`config.mk`:
```
export PLATFORM = sky130hd
export DESIGN_NAME = ser_reg_slave
export DESIGN_NICKNAME = d
export VERILOG_FILES = /design/src/rtl/srs_pkg.sv /design/src/rtl/srs_sync.sv /design/src/rtl/srs_fsm.sv /design/src/rtl/srs_regs.sv /design/src/rtl/ser_reg_slave.sv
export SDC_FILE = /design/constraint.sdc
export NUM_CORES = 1
export LEC_CHECK = 0
export BUFFER_PORTS_ARGS = -buffer_cell sky130_fd_sc_hd__buf_2
export CORE_MARGIN = 2
export CORE_UTILIZATION = 27
export CTS_CLUSTER_SIZE = 28
export DETAILED_ROUTE_END_ITERATION = 10
export SYNTH_ARGS = -nofsm -noshare
export SYNTH_HDL_FRONTEND = slang
export SYNTH_HIERARCHICAL = 1
export SYNTH_SLANG_ARGS = --single-unit
```
`constraint.sdc`:
```
create_clock -name clk -period 2.5 [get_ports clk]
set_clock_uncertainty 0.05 [all_clocks]
set_input_delay 0.25 -clock clk [delete_from_list [all_inputs] [get_ports clk]]
set_output_delay 0.25 -clock clk [all_outputs]
set_load 0.02 [all_outputs]
```
`src/rtl/srs_pkg.sv`:
```
package srs_pkg;
    localparam int ADDR_W = 7;
    localparam int DATA_W = 8;

    typedef enum logic [2:0] {
        ST_IDLE,
        ST_ADDR,
        ST_WDATA,
        ST_RFETCH,
        ST_RDATA
    } srs_state_e;

    // register map boundaries the behaviour depends on
    localparam logic [ADDR_W-1:0] CLK_LO    = 7'h00;
    localparam logic [ADDR_W-1:0] CTRL_ADDR = 7'h0F;
    localparam logic [ADDR_W-1:0] TRK_ADDR  = 7'h11;
    localparam logic [ADDR_W-1:0] RSV_LO    = 7'h12;
    localparam logic [ADDR_W-1:0] RSV_HI    = 7'h1F;
    localparam logic [ADDR_W-1:0] RAM_LO    = 7'h20;
    localparam logic [ADDR_W-1:0] RAM_HI    = 7'h7F;

    localparam int              WP_BIT    = 6;
    localparam logic [DATA_W-1:0] CTRL_MASK = 8'h47;
    localparam logic [3:0]      TRK_KEY   = 4'hA;

    function automatic logic [ADDR_W-1:0] next_addr(input logic [ADDR_W-1:0] a);
        if (a == RAM_HI)      return RAM_LO;
        else if (a == RSV_HI) return CLK_LO;
        else                  return a + 7'd1;
    endfunction
endpackage

```
`src/rtl/srs_sync.sv`:
```
module srs_sync #(
    parameter int W      = 3,
    parameter int STAGES = 2
) (
    input  logic         clk,
    input  logic         rst_n,
    input  logic [W-1:0] d_in,
    output logic [W-1:0] q_out
);
    if (STAGES < 2) begin : g_single
        logic [W-1:0] stage_q;
        always_ff @(posedge clk or negedge rst_n) begin
            if (!rst_n) stage_q <= '0;
            else        stage_q <= d_in;
        end
        assign q_out = stage_q;
    end else begin : g_chain
        logic [STAGES-1:0][W-1:0] chain_q;
        always_ff @(posedge clk or negedge rst_n) begin
            if (!rst_n) chain_q <= '0;
            else        chain_q <= {chain_q[STAGES-2:0], d_in};
        end
        assign q_out = chain_q[STAGES-1];
    end
endmodule

```
`src/rtl/srs_fsm.sv`:
```
module srs_fsm
    import srs_pkg::*;
(
    input  logic              clk,
    input  logic              rst_n,
    input  logic              ce_s,
    input  logic              sclk_s,
    input  logic              sdi_s,
    input  logic [DATA_W-1:0] rd_byte,
    output logic [ADDR_W-1:0] acc_addr,
    output logic              wr_stb,
    output logic [DATA_W-1:0] wr_byte,
    output logic              rd_stb,
    output logic              sdo_bit,
    output logic              rd_phase,
    output logic              xfer_on
);
    localparam int CNT_W = $clog2(DATA_W);
    localparam logic [CNT_W-1:0] LAST_BIT = CNT_W'(DATA_W - 1);

    srs_state_e state, nxt;

    logic              cpol;
    logic              ce_d;
    logic              sclk_d;
    logic [CNT_W-1:0]  bitcnt;
    logic [DATA_W-2:0] shin;
    logic [DATA_W-1:0] shout;
    logic [DATA_W-1:0] hold;
    logic              load_pend;
    logic              fetch_ph;
    logic [ADDR_W-1:0] addr_q;

    logic              ce_rise;
    logic              edge_up;
    logic              edge_dn;
    logic              strobe;
    logic              shift;
    logic              byte_done;
    logic [DATA_W-1:0] assembled;

    assign ce_rise   = ce_s & ~ce_d;
    assign edge_up   = sclk_s & ~sclk_d;
    assign edge_dn   = ~sclk_s & sclk_d;
    assign strobe    = (state != ST_IDLE) && (state != ST_RFETCH) && (cpol ? edge_dn : edge_up);
    assign shift     = (state == ST_RDATA) && (cpol ? edge_up : edge_dn);
    assign byte_done = strobe && (bitcnt == LAST_BIT);
    assign assembled = {shin, sdi_s};

    // next-state logic
    always_comb begin
        nxt = state;
        unique case (state)
            ST_IDLE:   if (ce_rise) nxt = ST_ADDR;
            ST_ADDR: begin
                if (!ce_s)          nxt = ST_IDLE;
                else if (byte_done) nxt = shin[DATA_W-2] ? ST_WDATA : ST_RFETCH;
            end
            ST_WDATA:  if (!ce_s) nxt = ST_IDLE;
            ST_RFETCH: begin
                if (!ce_s)          nxt = ST_IDLE;
                else if (fetch_ph)  nxt = ST_RDATA;
            end
            ST_RDATA: begin
                if (!ce_s)          nxt = ST_IDLE;
                else if (byte_done) nxt = ST_RFETCH;
            end
            default:                nxt = ST_IDLE;
        endcase
    end

    // state register
    always_ff @(posedge clk or negedge rst_n) begin
        if (!rst_n) state <= ST_IDLE;
        else        state <= nxt;
    end

    // datapath registers
    always_ff @(posedge clk or negedge rst_n) begin
        if (!rst_n) begin
            cpol      <= 1'b0;
            ce_d      <= 1'b0;
            sclk_d    <= 1'b0;
            bitcnt    <= '0;
            shin      <= '0;
            shout     <= '0;
            hold      <= '0;
            load_pend <= 1'b0;
            fetch_ph  <= 1'b0;
            addr_q    <= '0;
        end else begin
            ce_d   <= ce_s;
            sclk_d <= sclk_s;
            if (state == ST_IDLE) begin
                bitcnt    <= '0;
                load_pend <= 1'b0;
                fetch_ph  <= 1'b0;
                shout     <= '0;
                if (ce_rise) cpol <= sclk_s;
            end else begin
                if (strobe) begin
                    bitcnt <= bitcnt + 1'b1;
                    shin   <= assembled[DATA_W-2:0];
                end
                if (byte_done && state == ST_ADDR)
                    addr_q <= assembled[ADDR_W-1:0];
                if (byte_done && (state == ST_WDATA || state == ST_RDATA))
                    addr_q <= next_addr(addr_q);
                if (state == ST_RFETCH) begin
                    fetch_ph <= ~fetch_ph;
                    if (fetch_ph) begin
                        hold      <= rd_byte;
                        load_pend <= 1'b1;
                    end
                end
                if (shift) begin
                    if (load_pend) begin
                        shout     <= hold;
                        load_pend <= 1'b0;
                    end else begin
                        shout     <= {shout[DATA_W-2:0], 1'b0};
                    end
                end
            end
        end
    end

    // outputs
    always_comb begin
        acc_addr = addr_q;
        wr_byte  = assembled;
        wr_stb   = (state == ST_WDATA) && byte_done;
        rd_stb   = (state == ST_RFETCH) && !fetch_ph;
        rd_phase = (state == ST_RFETCH) || (state == ST_RDATA);
        xfer_on  = (state != ST_IDLE);
        sdo_bit  = rd_phase ? shout[DATA_W-1] : 1'b0;
    end
endmodule

```
`src/rtl/srs_regs.sv`:
```
module srs_regs
    import srs_pkg::*;
(
    input  logic              clk,
    input  logic              rst_n,
    input  logic [ADDR_W-1:0] acc_addr,
    input  logic              wr_stb,
    input  logic [DATA_W-1:0] wr_byte,
    input  logic              rd_stb,
    input  logic [DATA_W-1:0] bus_rdata,
    output logic [ADDR_W-1:0] bus_addr,
    output logic [DATA_W-1:0] bus_wdata,
    output logic              bus_we,
    output logic              bus_re,
    output logic [DATA_W-1:0] rd_byte,
    output logic [DATA_W-1:0] ctrl_q,
    output logic [DATA_W-1:0] trk_q,
    output logic              trk_on
);
    logic is_ctrl;
    logic is_trk;
    logic is_rsv;
    logic is_ext;
    logic wp;

    assign is_ctrl = (acc_addr == CTRL_ADDR);
    assign is_trk  = (acc_addr == TRK_ADDR);
    assign is_rsv  = (acc_addr >= RSV_LO) && (acc_addr <= RSV_HI);
    assign is_ext  = !(is_ctrl || is_trk || is_rsv);
    assign wp      = ctrl_q[WP_BIT];

    always_ff @(posedge clk or negedge rst_n) begin
        if (!rst_n) begin
            ctrl_q <= '0;
            trk_q  <= '0;
        end else if (wr_stb) begin
            if (wp) begin
                if (is_ctrl && !wr_byte[WP_BIT]) ctrl_q[WP_BIT] <= 1'b0;
            end else begin
                if (is_ctrl) ctrl_q <= wr_byte & CTRL_MASK;
                if (is_trk)  trk_q  <= wr_byte;
            end
        end
    end

    always_comb begin
        bus_addr  = acc_addr;
        bus_wdata = wr_byte;
        bus_we    = wr_stb && !wp && is_ext;
        bus_re    = rd_stb && is_ext;
        if (is_ctrl)     rd_byte = ctrl_q;
        else if (is_trk) rd_byte = trk_q;
        else if (is_rsv) rd_byte = '0;
        else             rd_byte = bus_rdata;
        trk_on = (trk_q[DATA_W-1:DATA_W-4] == TRK_KEY) && (trk_q[1:0] != 2'b00);
    end
endmodule

```
`src/rtl/ser_reg_slave.sv`:
```
module ser_reg_slave
    import srs_pkg::*;
#(
    parameter int SYNC_STAGES = 2
) (
    input  logic              clk,
    input  logic              rst_n,
    input  logic              mode_spi,
    input  logic              ce,
    input  logic              sclk,
    input  logic              sdi,
    output logic              sdo,
    output logic              sdo_oe,
    output logic [ADDR_W-1:0] bus_addr,
    output logic [DATA_W-1:0] bus_wdata,
    output logic              bus_we,
    output logic              bus_re,
    input  logic [DATA_W-1:0] bus_rdata,
    output logic [DATA_W-1:0] ctrl_reg,
    output logic [DATA_W-1:0] trickle_reg,
    output logic              trickle_on
);
    logic [2:0]        pins_s;
    logic [ADDR_W-1:0] acc_addr;
    logic              wr_stb;
    logic [DATA_W-1:0] wr_byte;
    logic              rd_stb;
    logic [DATA_W-1:0] rd_byte;
    logic              sdo_bit;
    logic              rd_phase;
    logic              xfer_on;

    srs_sync #(.W(3), .STAGES(SYNC_STAGES)) u_sync (
        .clk   (clk),
        .rst_n (rst_n),
        .d_in  ({ce, sclk, sdi}),
        .q_out (pins_s)
    );

    srs_fsm u_fsm (
        .clk      (clk),
        .rst_n    (rst_n),
        .ce_s     (pins_s[2]),
        .sclk_s   (pins_s[1]),
        .sdi_s    (pins_s[0]),
        .rd_byte  (rd_byte),
        .acc_addr (acc_addr),
        .wr_stb   (wr_stb),
        .wr_byte  (wr_byte),
        .rd_stb   (rd_stb),
        .sdo_bit  (sdo_bit),
        .rd_phase (rd_phase),
        .xfer_on  (xfer_on)
    );

    srs_regs u_regs (
        .clk       (clk),
        .rst_n     (rst_n),
        .acc_addr  (acc_addr),
        .wr_stb    (wr_stb),
        .wr_byte   (wr_byte),
        .rd_stb    (rd_stb),
        .bus_rdata (bus_rdata),
        .bus_addr  (bus_addr),
        .bus_wdata (bus_wdata),
        .bus_we    (bus_we),
        .bus_re    (bus_re),
        .rd_byte   (rd_byte),
        .ctrl_q    (ctrl_reg),
        .trk_q     (trickle_reg),
        .trk_on    (trickle_on)
    );

    assign sdo    = sdo_bit;
    assign sdo_oe = mode_spi ? xfer_on : rd_phase;
endmodule

```
After elaboration in Yosys (flattened, before gate mapping):

Index checks and enable logic that the tools add are counted.

* reductions and logical operators: 36
* $lt $le $gt $ge: 2
* add/sub/neg operators: 2
* equal/unequal tests: 16
* bitwise logic cells: 9
* multiplexer cells: 36

Operator list (count)
* 8-bit two-way mux: 6
* 7-bit two-way mux: 5
* 3-bit two-way mux: 10
* 3-bit case mux with 5 select lines: 1
* 7-bit by 5-bit == test with 1-bit output (second input constant): 2
* 1-bit logical AND: 14
* 1-bit two-way mux: 14
* 3-bit by 2-bit != test with 1-bit output (second input constant): 4
* 2-bit nonzero test: 5
* 3-bit AND reduction: 3
* 7-bit by 1-bit adder with 7-bit output (second input constant): 1
* 7-bit by 4-bit == test with 1-bit output (second input constant): 1
* 7-bit == test (second input constant): 1
* 7-bit by 5-bit >= comparator with 1-bit output (second input constant): 1
* 7-bit by 5-bit less-or-equal comparator with 1-bit output (second input constant): 1
* 3-bit by 2-bit == test with 1-bit output (second input constant): 2
* 3-bit == test (second input constant): 2
* 1-bit inverter: 6
* 2-bit AND reduction: 3
* 5-bit AND reduction: 1
* 4-bit == test (second input constant): 1
* 1-bit zero test: 4
* 1-bit logical OR: 4
* 3-bit by 1-bit adder with 3-bit output (second input constant): 1
* other kinds (6): 8

* flip-flop bits (word level): 59
* output and inout port bits: 36
* word-level logic and storage cells: 117

Longest topological paths before layout:

* word-level depth: 8
* gate-level depth with buffers: 8
* depth with buffers taken out: 7

Hierarchy:

Netlist, hierarchy kept.

Modules (own cells, without submodules)
* srs_fsm: times used 1, cells an instance 188, area each 2102.0 µm², sequential area each 1026.0 µm²
* srs_regs: times used 1, cells an instance 86, area each 889.6 µm², sequential area each 300.3 µm²
* srs_sync: times used 1, cells an instance 9, area each 172.7 µm², sequential area each 150.1 µm²
* ser_reg_slave: times used 1, cells an instance 1, area each 15.0 µm², sequential area each 0.0 µm²

Least setup slack after synthesis:

Ideal clock, no wire load.

* path type: register to register
* start point: register u_sync.g_chain.chain_q, in the netlist u_sync/q_out[1]
* end point: register u_regs.trk_q[0]
* clock period less this slack: 2006 ps
* slack: 494 ps
* setup time: 125 ps
* data required time: 2325 ps
* cell stages (with the launch flop): 9
* arrival time: 1832 ps
* path through: dfrtp_1 > buf_4 > and3b_1 > o21ai_1 > buf_2 > nor3_1 > nor2b_1 > nand3_2 > mux2_2

* word-level cells in the longest chain between the ends: 7

RTL lines
* start: declaration: line srs_sync.sv:18 `logic [STAGES-1:0][W-1:0] chain_q;`
* start signal: assignment: line srs_sync.sv:21 `else chain_q <= {chain_q[STAGES-2:0], d_in};`
* 1-bit inverter: line srs_fsm.sv:44 `assign edge_dn = ~sclk_s & sclk_d;`
* 1-bit AND: line srs_fsm.sv:44
* 1-bit two-way mux *: line srs_fsm.sv:45 `assign strobe = (state != ST_IDLE) && (state != ST_RFETCH) && (cpol ? edge_dn : edge_up);`
* 1-bit logical AND *: line srs_fsm.sv:45
* 1-bit logical AND *: line srs_fsm.sv:47 `assign byte_done = strobe && (bitcnt == LAST_BIT);`
* 1-bit logical AND *: line srs_fsm.sv:132 `wr_stb = (state == ST_WDATA) && byte_done;`
* via wr_stb: line ser_reg_slave.sv:25 `logic wr_stb;`
* 3-bit AND reduction (no line) *
* end signal: assignment: line srs_regs.sv:41 `if (is_trk) trk_q <= wr_byte;`
* end: declaration: line srs_regs.sv:17 `output logic [DATA_W-1:0] trk_q,`

The timed path passes the listed nets; every way through them passes the cells marked *.
A chain may end at the register's enable or synchronous reset.

Worst setup path in the final report:

* start point: register u_fsm.state[0]
* end point: output sdo_oe

RTL lines
* start: declaration: line srs_fsm.sv:21 `srs_state_e state, nxt;`
* start signal: assignment: line srs_fsm.sv:75 `else state <= nxt;`
* 3-bit nonzero test: line srs_fsm.sv:135 `xfer_on = (state != ST_IDLE);`
* via xfer_on: line ser_reg_slave.sv:31 `logic xfer_on;`
* 1-bit two-way mux: line ser_reg_slave.sv:75 `assign sdo_oe = mode_spi ? xfer_on : rd_phase;`
* end: declaration: line ser_reg_slave.sv:13 `output logic sdo_oe,`

The timed path passes the listed nets, and every way through them passes these cells.

==> qor.log <==
INFO  status         outcome=completed
INFO  layout         layout.cells.most_common_list=58 x dfrtp_1, 45 x buf_2, 24 x mux2_2
INFO  logic_synthesis synthCells=284
INFO  pwr            ir_worst_vdd=0.339mV
INFO  global_routing grt_pass1_vias=2374
INFO  place          place_congestion=0.857
INFO  setup_path     critical_path_arrival=2.00ns
INFO  setup_path     path_max_fanout=14
INFO  timing         tightest_slew=0.719ns
INFO  setup_path     endpoint_kind=primary output
INFO  logic_synthesis synth_edf_count=0
INFO  die            fp-row-count=39
INFO  routing        drt_first_pass_iters=6
INFO  timing         timing.fmax=435MHz
INFO  routing        wl=7420µm
INFO  pwr            finalPower=2570µW
INFO  pwr            p_per_area=683mW/mm²
INFO  die            core=0.0115mm²
INFO  cts            worst_skew_pair.late_latency=0.33ns
INFO  logic_synthesis synth_seq_cells=59
INFO  die            initial_utilization=0.277
INFO  min_path       holdCritPathClass=in2reg
INFO  global_routing first_pass_grt_wire_length=12300µm
INFO  layout         diodes=0
INFO  cts            clockBufferDepth=2
INFO  logic_synthesis yosysWarningCount=6
INFO  setup_path     worst_r2r_startpoint=u_fsm/state[2]$_DFFE_PN0P_
INFO  timing         timing_max_transition_violations_final=0
INFO  die            dieHeight=113µm
INFO  setup_path     reg2reg_to=u_regs/trk_q[5]$_DFFE_PN0P_
INFO  global_routing grt_antenna_before_repair=0
INFO  die            dieArea=0.0127mm²
INFO  global_routing overflow_left_after_global_routing=0
INFO  layout         mostFrequentLayoutCell=dfrtp_1
INFO  routing        routed_wire_length_per_instance=15.9µm
INFO  setup_path     critPathLaunch=u_fsm/state[0]$_DFFE_PN0P_
INFO  timing         slew_headroom=0.521
INFO  logic_synthesis synth_area=0.00318mm²
INFO  cts            clock_sinks=59
INFO  flow_run       drv.max_cap_violation_count=0
INFO  cts            clk_transition_reported_paths=0.05ns
INFO  layout         final_layout_size_suffix_gt1_frac=0.343
INFO  routing        vias_after_detailed_routing=2329
INFO  cts            clock_tree.htree_level_count=3
INFO  timing         clock_period_minus_final_worst_setup_slack=2.30ns
INFO  layout         fin_nets=336
INFO  place          hpwlAfterDp=5450µm
INFO  logic_synthesis synthArstFlopShare=1.00
INFO  timing         finalHoldViolCount=0
INFO  setup_path     cp-start-kind=flop
INFO  routing        vias_per_cell=4.99
INFO  logic_synthesis dominantRegCellSynth=dfrtp_1
INFO  logic_synthesis avgSynthCellArea=11.2µm²
INFO  pwr            leakage_power_of_the_design=0.00168µW
INFO  timing         setup-tns-final=0ns
INFO  setup_path     timing.reg2reg.setup_slack=0.42ns
INFO  cts            cts_tree=yes
INFO  place          io_buffer_count=45
INFO  logic_synthesis post_synth_num_cell_types=63
INFO  setup_path     timing.reg2reg.worst_path_depth=5
INFO  routing        drcViolationCount=0
INFO  timing         unrepaired_setup_endpoints_after_global_routing=no
INFO  global_routing gr-usage-all-layers=0.122
INFO  die            design.portCount=50
INFO  setup_path     startpoint_to_endpoint_class_of_the_critical_path=reg2out
INFO  timing         period_share=0.919
INFO  setup_path     endpoint_of_the_worst_setup_timing_path=sdo_oe
INFO  cts            cts_buffers=9
INFO  logic_synthesis yosysSeqAreaShare=0.464
INFO  layout         syn_to_final_growth=18.3%
INFO  timing         setup_viol=0
INFO  setup_path     timing.critical_path.required=2.20ns
INFO  cts            root_buffer=clkbuf_16
INFO  global_routing grt_start_max_net_pins=32
INFO  cts            cts_setup_buffers=0
INFO  routing        drt_iter0_markers=132
INFO  die            die_x=113µm
INFO  routing        ant_nets=0
==> critical path, stage by stage, from the launching register on <==
cell and delay [ns]:
dfrtp_1 0.51, or3_1 0.66, mux2_4 0.35, buf_2 0.16
==> synthesized netlist by cell type (2+ instances only) <==
cell type | count | area share
a31oi_1 | 5 | 0.0098
xnor2_1 | 2 | 0.0055
nor3b_1 | 3 | 0.0071
buf_2 | 4 | 0.0063
and3b_1 | 2 | 0.0055
o22ai_1 | 2 | 0.0039
o21ai_1 | 11 | 0.017
a22o_1 | 4 | 0.011
and2_2 | 2 | 0.0047
mux2_1 | 5 | 0.018
nor2b_1 | 2 | 0.0039
inv_1 | 9 | 0.011
o21a_1 | 2 | 0.0047
nor2_1 | 7 | 0.0083
a2bb2oi_1 | 3 | 0.0083
nand3_1 | 22 | 0.035
mux2_2 | 24 | 0.085
nor3_1 | 5 | 0.0079
a21oi_1 | 6 | 0.0094
buf_4 | 23 | 0.054
dfrtp_1 | 59 | 0.46
o21ai_0 | 11 | 0.017
mux2i_1 | 13 | 0.041
nand2b_1 | 2 | 0.0039
nand2_1 | 7 | 0.0083
ha_1 | 3 | 0.012
buf_6 | 2 | 0.0071
and2_1 | 3 | 0.0059
clkbuf_1 | 2 | 0.0024
a211oi_1 | 6 | 0.014
==> area by class of cell <==
cell class                      count  area, µm²
Clock buffer                       10        239
Clock inverter                      6       65.1
Fill cell                        1137       7710
Inverter                            9       33.8
Multi-Input combinational cell    186       1450
Sequential cell                    59       1480
Tap cell                          143        179
Timing Repair Buffer               54        315
==> what timing repair did <==
action	4_1_cts	5_1_grt
setup endpoints to repair	0	1
hold endpoints to repair	31	0
resized for setup	0	2
hold buffers	4	0
==> worst min-delay path by stage <==
stage / from / to / depth (start not counted)
3_3_place_gp: u_sync/g_chain.chain_q[2]$_DFF_PN0_ / u_sync/q_out[2]$_DFF_PN0_ / 0
5_1_grt: bus_rdata[3] / u_fsm/hold[3]$_DFFE_PN0P_ / 3
4_1_cts: bus_rdata[3] / u_fsm/hold[3]$_DFFE_PN0P_ / 3
6_report: bus_rdata[3] / u_fsm/hold[3]$_DFFE_PN0P_ / 3
2_1_floorplan: rst_n / u_fsm/acc_addr[0]$_DFFE_PN0P_ / 0
3_5_place_dp: u_sync/g_chain.chain_q[2]$_DFF_PN0_ / u_sync/q_out[2]$_DFF_PN0_ / 0
==> per-stage QoR <==
stage / instances / setup slack [ns] / hold WS (ns) / cell area (µm²) / util
2_1_floorplan: 287 / 0.494 / -0.0956 / 3190 / -
3_3_place_gp: 447 / 0.394 / 0.290 / 3410 / 0.297
3_5_place_dp: 447 / 0.341 / 0.286 / 3410 / 0.297
4_1_cts: 467 / 0.0999 / 0.212 / 3750 / 0.327
5_1_grt: 467 / 0.102 / 0.243 / 3760 / 0.328
6_report: 467 / 0.204 / 0.231 / 3760 / 0.328
==> power by group <==
group          total (µW)  switching [µW]  internal [µW]
clock network        1230             433            797
registers            1100            96.8           1010
logic                 235             138           96.8
==> registers in the layout, indices dropped and copies added (netlist names), named ones only <==
signal / count
u_regs/trk_q: 8
u_fsm/sclk_d: 1
u_fsm/load_pend: 1
u_fsm/shout: 8
u_fsm/cpol: 1
u_fsm/state: 3
u_fsm/fetch_ph: 1
u_sync/q_out: 3
u_fsm/bitcnt: 3
u_fsm/acc_addr: 7
u_regs/ctrl_q: 3
u_sync/g_chain.chain_q: 3
u_fsm/shin: 7
u_fsm/ce_d: 1
u_fsm/hold: 8
==> logic make-up after synthesis <==
logic type | Yosys count | share of synthesized area
other | 1 | 0.00118
multiplexers | 43 | 0.148
AO/OA/AOI/OAI | 59 | 0.128
AND/OR/NAND/NOR | 74 | 0.154
flip-flops | 59 | 0.464
buffers and inverters | 42 | 0.0842
adder cells (fa/ha/maj) | 3 | 0.0118
XOR/XNOR | 3 | 0.00827
==> routing by layer <==
layer,vias up,part of all wire,track usage
met1,1152,0.46,0.158
met2,72,0.49,0.202
met3,8,0.041,0.0286
met4,0,0.011,0.0423
met5,-,0,0
li1,1097,-,-
Note: power is estimated with default switching activity, not from simulation.
